`src/rtl/fifo_bank_pkg.sv`:
```
`timescale 1ns/1ps
package fifo_bank_pkg;
  // Address regions, selected by bus_addr[3:2]
  localparam logic [1:0] REG_DATA = 2'd0;
  localparam logic [1:0] REG_CTRL = 2'd1;
  localparam logic [1:0] REG_SYS  = 2'd2;
  // Low address bits inside the system region
  localparam logic [1:0] SYS_HOSTCTL = 2'd0;
  localparam logic [1:0] SYS_STATUS  = 2'd1;
  // Host-control flag indices
  localparam int HF_FIFO_EN = 0;
  localparam int HF_RST_REL = 1;
  localparam int HF_HC_EN   = 2;
  localparam int HF_COUNT   = 3;
  localparam int GATE_OFS   = 16;
endpackage

```
`src/rtl/fifo_chan.sv`:
```
`timescale 1ns/1ps
module fifo_chan #(
  parameter int DW    = 32,
  parameter int DEPTH = 16,
  localparam int AW   = $clog2(DEPTH),
  localparam int LW   = AW + 1
) (
  input  logic          clk,
  input  logic          rst_n,
  input  logic          push_en,
  input  logic [DW-1:0] push_data,
  input  logic          pop_en,
  input  logic          ctrl_wr,
  input  logic          ctrl_ie,
  input  logic          ctrl_ovf_keep,
  output logic [DW-1:0] head,
  output logic [LW-1:0] level,
  output logic          empty,
  output logic          ovf,
  output logic          ie,
  output logic          req
);
  localparam logic [LW-1:0] FULL_CNT = LW'(DEPTH);

  logic [DW-1:0] mem [DEPTH];
  logic [AW-1:0] wp_q, wp_d, rp_q, rp_d;
  logic [LW-1:0] cnt_q, cnt_d;
  logic          ovf_q, ovf_d, ie_q, ie_d;
  logic          is_empty, is_full, do_pop, do_push, ovf_evt;

  // next-state
  always_comb begin
    is_empty = (cnt_q == '0);
    is_full  = (cnt_q == FULL_CNT);
    do_pop   = pop_en & ~is_empty;
    do_push  = push_en & (~is_full | do_pop);
    ovf_evt  = push_en & is_full & ~do_pop;
    wp_d     = wp_q + AW'(do_push);
    rp_d     = rp_q + AW'(do_pop);
    cnt_d    = cnt_q + LW'(do_push) - LW'(do_pop);
    ie_d     = ctrl_wr ? ctrl_ie : ie_q;
    if (ovf_evt)
      ovf_d = 1'b1;
    else if (ctrl_wr && !ctrl_ovf_keep)
      ovf_d = 1'b0;
    else
      ovf_d = ovf_q;
  end

  // state registers
  always_ff @(posedge clk or negedge rst_n) begin
    if (!rst_n) begin
      wp_q  <= '0;
      rp_q  <= '0;
      cnt_q <= '0;
      ovf_q <= 1'b0;
      ie_q  <= 1'b0;
    end else begin
      wp_q  <= wp_d;
      rp_q  <= rp_d;
      cnt_q <= cnt_d;
      ovf_q <= ovf_d;
      ie_q  <= ie_d;
    end
  end

  // storage, clock-enabled by an accepted push
  always_ff @(posedge clk) begin
    if (do_push)
      mem[wp_q] <= push_data;
  end

  assign head  = is_empty ? '0 : mem[rp_q];
  assign level = cnt_q;
  assign empty = is_empty;
  assign ovf   = ovf_q;
  assign ie    = ie_q;
  assign req   = ie_q & ~is_empty;

  AST_LEVEL_BOUND: assert property (@(posedge clk) disable iff (!rst_n)
    cnt_q <= FULL_CNT);
  AST_FULL_DROP: assert property (@(posedge clk) disable iff (!rst_n)
    (push_en && is_full && !pop_en) |=> (cnt_q == FULL_CNT && ovf_q));
  AST_OVF_STICKY: assert property (@(posedge clk) disable iff (!rst_n)
    (ovf_q && !ctrl_wr) |=> ovf_q);
  AST_EMPTY_POP: assert property (@(posedge clk) disable iff (!rst_n)
    (pop_en && is_empty && !push_en) |=> (cnt_q == '0));
  AST_FULL_BOTH: assert property (@(posedge clk) disable iff (!rst_n)
    (push_en && pop_en && is_full && !ovf_q && !ctrl_wr) |=> (cnt_q == FULL_CNT && !ovf_q));
endmodule

```
`src/rtl/fifo_hostctl.sv`:
```
`timescale 1ns/1ps
module fifo_hostctl
  import fifo_bank_pkg::*;
#(
  parameter int NF = HF_COUNT,
  parameter int GO = GATE_OFS
) (
  input  logic          clk,
  input  logic          rst_n,
  input  logic          wr,
  input  logic [31:0]   wdata,
  input  logic          hc_event,
  output logic [NF-1:0] flags,
  output logic          hc_pend
);
  logic [NF-1:0] flag_q, flag_d;
  logic          pend_q, pend_d;

  // one gate/flag pair per flag
  for (genvar i = 0; i < NF; i++) begin : g_pair
    always_comb begin
      flag_d[i] = (wr && wdata[GO+i]) ? wdata[i] : flag_q[i];
    end
  end

  always_comb begin
    if (hc_event)
      pend_d = 1'b1;
    else if (wr && wdata[GO+HF_HC_EN])
      pend_d = 1'b0;
    else
      pend_d = pend_q;
  end

  always_ff @(posedge clk or negedge rst_n) begin
    if (!rst_n) begin
      flag_q <= '0;
      pend_q <= 1'b0;
    end else begin
      flag_q <= flag_d;
      pend_q <= pend_d;
    end
  end

  assign flags   = flag_q;
  assign hc_pend = pend_q;

  AST_FLAG_HOLD: assert property (@(posedge clk) disable iff (!rst_n)
    !wr |=> $stable(flag_q));
  AST_UNGATED_HOLD: assert property (@(posedge clk) disable iff (!rst_n)
    (wr && !wdata[GO+HF_RST_REL]) |=> $stable(flag_q[HF_RST_REL]));
  AST_HC_STICKY: assert property (@(posedge clk) disable iff (!rst_n)
    (pend_q && !(wr && wdata[GO+HF_HC_EN])) |=> pend_q);
  AST_HC_RISE: assert property (@(posedge clk) disable iff (!rst_n)
    hc_event |=> pend_q);
endmodule

```
`src/rtl/fifo_bank.sv`:
```
`timescale 1ns/1ps
module fifo_bank
  import fifo_bank_pkg::*;
#(
  parameter int NUM_CH = 4,
  parameter int DW     = 32,
  parameter int DEPTH  = 16,
  localparam int CW    = $clog2(NUM_CH),
  localparam int LW    = $clog2(DEPTH) + 1
) (
  input  logic          clk,
  input  logic          rst_n,
  input  logic [3:0]    bus_addr,
  input  logic          bus_wr,
  input  logic          bus_rd,
  input  logic [31:0]   bus_wdata,
  output logic [31:0]   bus_rdata,
  input  logic          push_valid,
  input  logic [CW-1:0] push_chan,
  input  logic [DW-1:0] push_data,
  input  logic          hc_event,
  output logic          irq,
  output logic          reset_out_n
);
  localparam int EMPTY_B = LW;
  localparam int OVF_B   = LW + 1;
  localparam int IE_B    = LW + 2;

  logic [DW-1:0]       head  [NUM_CH];
  logic [LW-1:0]       level [NUM_CH];
  logic [NUM_CH-1:0]   ch_empty, ch_ovf, ch_ie, ch_req;
  logic [HF_COUNT-1:0] hflags;
  logic                hc_pend, fifo_pend;
  logic [1:0]          region;
  logic [1:0]          sub;

  assign region = bus_addr[3:2];
  assign sub    = bus_addr[1:0];

  for (genvar c = 0; c < NUM_CH; c++) begin : g_ch
    logic sel;
    assign sel = (sub == 2'(c));
    fifo_chan #(.DW(DW), .DEPTH(DEPTH)) u_ch (
      .clk          (clk),
      .rst_n        (rst_n),
      .push_en      (push_valid && push_chan == CW'(c)),
      .push_data    (push_data),
      .pop_en       (bus_rd && region == REG_DATA && sel),
      .ctrl_wr      (bus_wr && region == REG_CTRL && sel),
      .ctrl_ie      (bus_wdata[IE_B]),
      .ctrl_ovf_keep(bus_wdata[OVF_B]),
      .head         (head[c]),
      .level        (level[c]),
      .empty        (ch_empty[c]),
      .ovf          (ch_ovf[c]),
      .ie           (ch_ie[c]),
      .req          (ch_req[c])
    );
  end

  fifo_hostctl u_hc (
    .clk     (clk),
    .rst_n   (rst_n),
    .wr      (bus_wr && region == REG_SYS && sub == SYS_HOSTCTL),
    .wdata   (bus_wdata),
    .hc_event(hc_event),
    .flags   (hflags),
    .hc_pend (hc_pend)
  );

  assign fifo_pend   = |ch_req;
  assign irq         = (hflags[HF_FIFO_EN] & fifo_pend) | (hflags[HF_HC_EN] & hc_pend);
  assign reset_out_n = hflags[HF_RST_REL];

  // read multiplexer
  always_comb begin
    bus_rdata = '0;
    unique case (region)
      REG_DATA: if (int'(sub) < NUM_CH) bus_rdata = 32'(head[sub]);
      REG_CTRL: if (int'(sub) < NUM_CH) begin
        bus_rdata[LW-1:0] = level[sub];
        bus_rdata[EMPTY_B] = ch_empty[sub];
        bus_rdata[OVF_B]   = ch_ovf[sub];
        bus_rdata[IE_B]    = ch_ie[sub];
      end
      REG_SYS: begin
        if (sub == SYS_HOSTCTL) bus_rdata[HF_COUNT-1:0] = hflags;
        else if (sub == SYS_STATUS) bus_rdata[1:0] = {hc_pend, fifo_pend};
      end
      default: bus_rdata = '0;
    endcase
  end

  AST_IRQ_MASKED: assert property (@(posedge clk) disable iff (!rst_n)
    (!hflags[HF_FIFO_EN] && !hflags[HF_HC_EN]) |-> !irq);
  AST_REQ_NEEDS_IE: assert property (@(posedge clk) disable iff (!rst_n)
    (ch_ie == '0) |-> !fifo_pend);
  AST_BUS_EXCL: assert property (@(posedge clk) disable iff (!rst_n)
    !(bus_rd && bus_wr));
endmodule

```
`config.mk`:
```
export PLATFORM = sky130hd
export DESIGN_NAME = fifo_bank
export DESIGN_NICKNAME = d
export VERILOG_FILES = /design/src/rtl/fifo_bank_pkg.sv /design/src/rtl/fifo_chan.sv /design/src/rtl/fifo_hostctl.sv /design/src/rtl/fifo_bank.sv
export SDC_FILE = /design/constraint.sdc
export NUM_CORES = 2
export LEC_CHECK = 0
export BUFFER_PORTS_ARGS = -buffer_cell sky130_fd_sc_hd__buf_4
export CORE_MARGIN = 2
export CORE_UTILIZATION = 45
export DETAILED_ROUTE_END_ITERATION = 6
export GPL_TIMING_DRIVEN = 0
export SYNTH_ARGS = -nofsm -noshare
export SYNTH_HDL_FRONTEND = slang
export SYNTH_SLANG_ARGS = --single-unit
```
`constraint.sdc`:
```
create_clock -name clk -period 4.7 [get_ports clk]
set_input_delay 0.94 -clock clk [delete_from_list [all_inputs] [get_ports clk]]
set_output_delay 0.94 -clock clk [all_outputs]
set_load 0.01 [all_outputs]
```
Word-level counts from Yosys, hierarchy flattened:

Memory sizes are Yosys's and may differ from the RTL's.
Index checks and enable logic that the tools add are counted.

* equality and inequality tests: 12
* bitwise logic cells: 40
* reductions and logical operators: 37
* $lt $le $gt $ge: 2
* add/subtract/negate cells: 16
* mux-type cells: 40

Operators with widths (number)
* $mux 32: 6
* $bmux 32 s2: 1
* $add 4x1->4: 8
* $mux 24: 1
* $logic_and 1x1->1: 23
* $and 1x1->1: 22
* $mux 1: 22
* $add 5x1->5: 4
* $eq 5x5->1 const B: 4
* $logic_not 5->1: 4
* $sub 5x1->5: 4
* $not 1->1: 12
* $bmux 5 s2: 1
* $eq 2x2->1 const B: 5
* $mux 5: 2
* $pmux 5 s2: 1
* $reduce_bool 2->1: 5
* $pmux 3 s3: 1
* $bmux 1 s2: 3
* $eq 2x1->1 const B: 3
* $logic_not 2->1: 3
* $or 1x1->1: 5
* $mux 2: 2
* $reduce_or 4->1: 1
* other kinds (4): 4

* memory bits (writable): 2048
* logic and storage cells: 175
* flip-flop bits (word level): 64
* output and inout port bits: 34
* memories kept: 4
* bits of input ports: 76

Memory list
* g_ch[0].u_ch.mem: depth 16, bits a word 32, rd ports 1, clocked after Yosys merged registers in 0, write ports 1, RTL line fifo_chan.sv:25 `logic [DW-1:0] mem [DEPTH];`
* g_ch[1].u_ch.mem: depth 16, bits a word 32, rd ports 1, clocked after Yosys merged registers in 0, write ports 1, RTL line fifo_chan.sv:25
* g_ch[2].u_ch.mem: depth 16, bits a word 32, rd ports 1, clocked after Yosys merged registers in 0, write ports 1, RTL line fifo_chan.sv:25
* g_ch[3].u_ch.mem: depth 16, bits a word 32, rd ports 1, clocked after Yosys merged registers in 0, write ports 1, RTL line fifo_chan.sv:25

Longest topological paths before layout:

* depth after elaboration: 8
* gate-level depth with buffers: 15
* mapped depth without buffers: 15

Cells and area by module:

Synthesis repeated with hierarchy kept, for this count alone.

* cell total of the unflattened synthesis: 3610
* area total of the unflattened synthesis: 82416.5 um^2

By module, submodules not included
* fifo_chan at g_ch[1].u_ch ...: sequential area each 15750.1 um^2, times used 2, cells each 868, area each 20186.9 um^2
* fifo_chan at g_ch[3].u_ch: sequential area each 15750.1 um^2, times used 1, cells each 868, area each 20276.9 um^2
* fifo_chan at g_ch[0].u_ch: sequential area each 15750.1 um^2, times used 1, cells each 868, area each 20200.6 um^2
* fifo_bank: sequential area each 0.0 um^2, times used 1, cells each 127, area each 1400.1 um^2
* fifo_hostctl: sequential area each 100.1 um^2, times used 1, cells each 11, area each 165.2 um^2

Worst setup path before layout:

OpenSTA, ideal clock, no wires.

* path type: input -> register
* start point: input bus_addr[0]
* end point: memory g_ch[3].u_ch.mem[0][0], enable pin
* buffers on the path: 1
* setup slack: -0.403 ns
* arrival: 4.642 ns
* cell stages on the path: 7
* data required time: 4.239 ns
* setup time: 0.461 ns
* cells stage by stage: buf_4 inv_2 nor2_1 nand4_1 a31oi_1 or3b_1 nor3_1

* cells in the longest elaborated chain, start to end: 7

RTL lines
* start: declaration: RTL line fifo_bank.sv:13 `input logic [3:0] bus_addr,`
* $eq 2x2->1: RTL line fifo_bank.sv:42 `assign sel = (sub == 2'(c));`
* $logic_and 1x1->1: RTL line fifo_bank.sv:48 `.pop_en (bus_rd && region == REG_DATA && sel),`
* $and 1x1->1: RTL line fifo_chan.sv:35 `do_pop = pop_en & ~is_empty;`
* $or 1x1->1: RTL line fifo_chan.sv:36 `do_push = push_en & (~is_full | do_pop);`
* $and 1x1->1: RTL line fifo_chan.sv:36
* $mux 1: RTL line fifo_chan.sv:69 `if (do_push)`
* $mux 1 (implied by the code): RTL line fifo_chan.sv:70 `mem[wp_q] <= push_data;`
* end: declaration: RTL line fifo_chan.sv:25

No other way between the ends.

Worst setup path after layout:

* start point: register g_ch[1].u_ch.rp_q[1]
* end point: output bus_rdata[0]

* cells in the longest elaborated chain, start to end: 6

RTL lines
* start: declaration: RTL line fifo_chan.sv:26 `logic [AW-1:0] wp_q, wp_d, rp_q, rp_d;`
* start signal: assignment: RTL line fifo_chan.sv:60 `rp_q <= rp_d;`
* $mem_v2 16x32
* $mux 32: RTL line fifo_chan.sv:73 `assign head = is_empty ? '0 : mem[rp_q];`
* $bmux 32 s2: RTL line fifo_bank.sv:79 `REG_DATA: if (int'(sub) < NUM_CH) bus_rdata = 32'(head[sub]);`
* $mux 32 (implied by the code) (2 in series): RTL line fifo_bank.sv:79
* $pmux 3 s3: RTL line fifo_bank.sv:78 `unique case (region)`
* end: declaration: RTL line fifo_bank.sv:17 `output logic [31:0] bus_rdata,`

No other way between the ends. The select of a mux whose other input is x is not followed.

==> summary.txt <==
Place
  – I/O Buffers: between 80 and 90
  – Post-DP HPWL: around 140,000 microns
  – Final Wtd Congestion: 1.00

Global routing
  – GRT overflow: 0
  – Global-route wire length before repair: about 300,000 microns
  – Initial antenna violation count: 4
  – Pin count of the biggest net entering global routing: between 60 and 70
  – GR Util All Layers: 0.234
  – Vias in the first global route: 39,800

Synth
  – Area of the mapped netlist: 0.0820 sq mm
  – Synth top area share: 0.750
  – EDFF count, synth: ~2,000
  – Top_reg_cell synth: edfxtp_1
  – Area leader, netlist: edfxtp_1
  – Synth Area per Inst: around 22 sq um
  – Synth top area cells: edfxtp_1, mux4_2, dfrtp_1, mux2i_1, mux2_2
  – Synth Net Count: approximately 3,800
  – Syn Inst Count: between 3,000 and 4,000
  – Yosys reg bits: 2,112
  – YS warnings: 0
  – Post-synth ARST share: 0.0303
  – Post-synth top cells: edfxtp_1, mux4_2, nand2_1
  – Count leader, synth: edfxtp_1
  – Distinct cells, synth: 63
  – Register area share after synthesis: 0.770

Run
  – # Max-Cap Violations: 0

Hold path
  – HP Class: input port to register
  – Worst Hold Launch: hc_event

Timing
  – Clock Skews: roughly 0.030 ns
  – RSZ-0062 raised after global routing: no
  – Final period util: 1.00
  – Final worst slack: -0.000986 ns
  – Tmin final: ~4.7 ns
  – Slew Limit Headroom: 0.124
  – Total negative slack: -0.000986 ns
  – FMAX: 213 MHz
  – Max Slew Vio Count: 0
  – Worst-Margin Slew: about 1.3 ns
  – Final setup violation count: 1
  – Final Hold Fails: 0

Clock network
  – TritonCTS clock tree: built
  – H-tree levels: 4
  – Clk slew on worst S/H paths: about 0.060 ns
  – Clock sinks: roughly 2,100
  – CTS buffer count: slightly above 200
  – Max Root-Sink Buffers: 3
  – Clk root buf: clkbuf_16
  – Worst-skew pair later-pin latency: 0.85 ns
  – Hold buffers post-CTS: 0

Drt
  – Via count: around 40,000
  – DRC violations left: 1
  – DR WL/cell: 32.5 microns
  – 1st-pass router iterations: 7
  – Final WL: 216,000 microns
  – DRT iter0 DRCs: ~5,400
  – Final ANT Viol Nets: 0
  – Routed vias/inst: 6.06

Floorplanning
  – Die Ht: ~430 microns
  – Die width: ~430 microns
  – Initial Utilization: 0.453
  – Row cnt: about 160
  – IO Count: 110
  – Die ar.: 0.186 sq mm
  – Core area: 0.181 sq mm

Finish
  – Area Overhead vs Synth: 18.1%
  – Layout cell share with drive strength beyond 1: 0.342
  – Final net count: between 4,000 and 5,000

Worst setup path
  – Req. time, crit path: around 3.8 ns
  – CP Buf/Inv Count: 4
  – Worst EP arrival: between 3 and 4 ns
  – Largest stage delay, worst path: 0.66 ns
  – Nature of the critical path endpoint: output pin
  – FF-to-FF setup slack: roughly 0.44 ns
  – Top fanout value on the critical path: 10
  – CP startpoint kind: register
  – Worst Setup SP: g_ch[1].u_ch.rp_q[1]$_DFF_PN0_
  – Crit-path cells: buf_4, buf_6, buf_2, mux2i_1, nand3_1, nand4_1, o211ai_1, nor4b_4, o311ai_1, buf_4
  – Critical path class: register to output pin
  – Critical path's top delay family: simple AND/OR/NAND/NOR gates
  – Critical R2R Launch: g_ch[3].u_ch.level[3]$_DFF_PN0_
  – Most used cell, CP: buf_4
  – Crit-path slowest cell: nor4b_4

Outcome
  – Run status: finished, violations left
  – Failing checks: design-rule violations, negative setup slack

Power and ir drop
  – Pwr Density: 537 mW/mm^2
  – Pwr Total: 52.0 mW
  – Pleak: between 30 and 40 nW
  – Peak supply drop: ~0.4 mV
where the power goes:
group	internal, mW	total, mW	switching [mW]
Clock	9.29	16.3	7.03
Sequential	21.4	21.7	0.362
Combinational	6.11	13.9	7.83
state kept, by name, summed over array words and instances, names as in the netlist:
signal           count
g_ch.u_ch.ie         4
g_ch.u_ch.level     20
g_ch.u_ch.mem     2048
g_ch.u_ch.ovf        4
g_ch.u_ch.rp_q      16
g_ch.u_ch.wp_q      16
u_hc.flags           3
u_hc.hc_pend         1
cells by family (layout without fill, tap and decap cells):
group / count (synthesis) / after routing / share of synthesized area
adders and majority gates: 37 / 37 / 0.00601
xor gates and xnor gates: 36 / 36 / 0.00385
other: 0 / 3 / 0
DFF: 2112 / 2112 / 0.770
AOI/OAI and AO/OA: 239 / 239 / 0.0217
buffers and inverters: 228 / 785 / 0.0120
muxes: 666 / 666 / 0.164
and+or+nand+nor: 380 / 380 / 0.0230
layout make-up:
cell class | instances | area, sq um
inverter | 29 | 109
timing repair buffer | 182 | 2640
fill | 13600 | 84200
buffer | 193 | 1330
clock inverter | 119 | 1150
clock buffer | 262 | 5480
antenna | 3 | 7.51
sequential | 2112 | 63100
tap | 2370 | 2970
multi-input combinational | 1358 | 20000
timing repair:
item | 4_1_cts | 5_1_grt
gates cloned | 1 | 0
buffers inserted | 11 | 2
endpoints found under the setup margin | 32 | 32
hold endpoints to repair | 0 | 0
pin swaps | 47 | 15
gates resized for setup | 438 | 44
cell usage in the layout (no fill, tap or decap), drive strengths merged, types with 31 or more instances in the layout:
master and count:
nand3 36, mux2 49, inv 37, nor2 84, nor2b 34, a21oi 44
ha 33, nand2 125, mux2i 82, clkbuf 359, edfxtp 2048, dfrtp 64
a211oi 31, mux4 535, clkinv 82, buf 272
worst register-to-register path: stages (launching register included):
cell	delay [ns]
dfrtp_1	0.42
inv_1	0.09
ha_1	0.21
nor4b_4	0.16
nor2_4	0.20
nand4_1	0.36
a31oi_1	0.79
nand3b_1	0.53
nor3_4	0.75
buf_8	0.28
buf_16	0.18
layer usage:
layer | GRT usage | wire [microns] | share of wire
met5 | 0 | 0 | 0
met4 | 0.0884 | 8510 | 0.039
met3 | 0.0336 | 16400 | 0.076
met2 | 0.355 | 99900 | 0.46
met1 | 0.348 | 90800 | 0.42
through the flow:
stage               setup slack, ns   util  area (sq um)  hold slack [ns]  instances
finish                    -0.000986  0.535         96800            0.288       6628
global route                0.00588  0.535         96800            0.252       6626
CTS                         -0.0144  0.534         96600            0.220       6623
detailed placement           -0.921  0.487         88000            0.482       6236
global placement              -2.41  0.473         85600            0.483       6151
floorplan                     0.377      -         82000            0.454       3698
final timing paths:
path	end	cells after the start
max in group asynchronous	g_ch[1].u_ch.rp_q[0]$_DFF_PN0_	1
max	bus_rdata[0]	10
min in group asynchronous	g_ch[2].u_ch.rp_q[3]$_DFF_PN0_	1
min reg2reg	g_ch[0].u_ch.ovf$_DFFE_PN0P_	2
min	u_hc.hc_pend$_DFFE_PN0P_	2
max reg2reg	g_ch[3].u_ch.mem[2][17]$_DFFE_PP_	10
No activity file was read; power rests on OpenSTA's default activity.
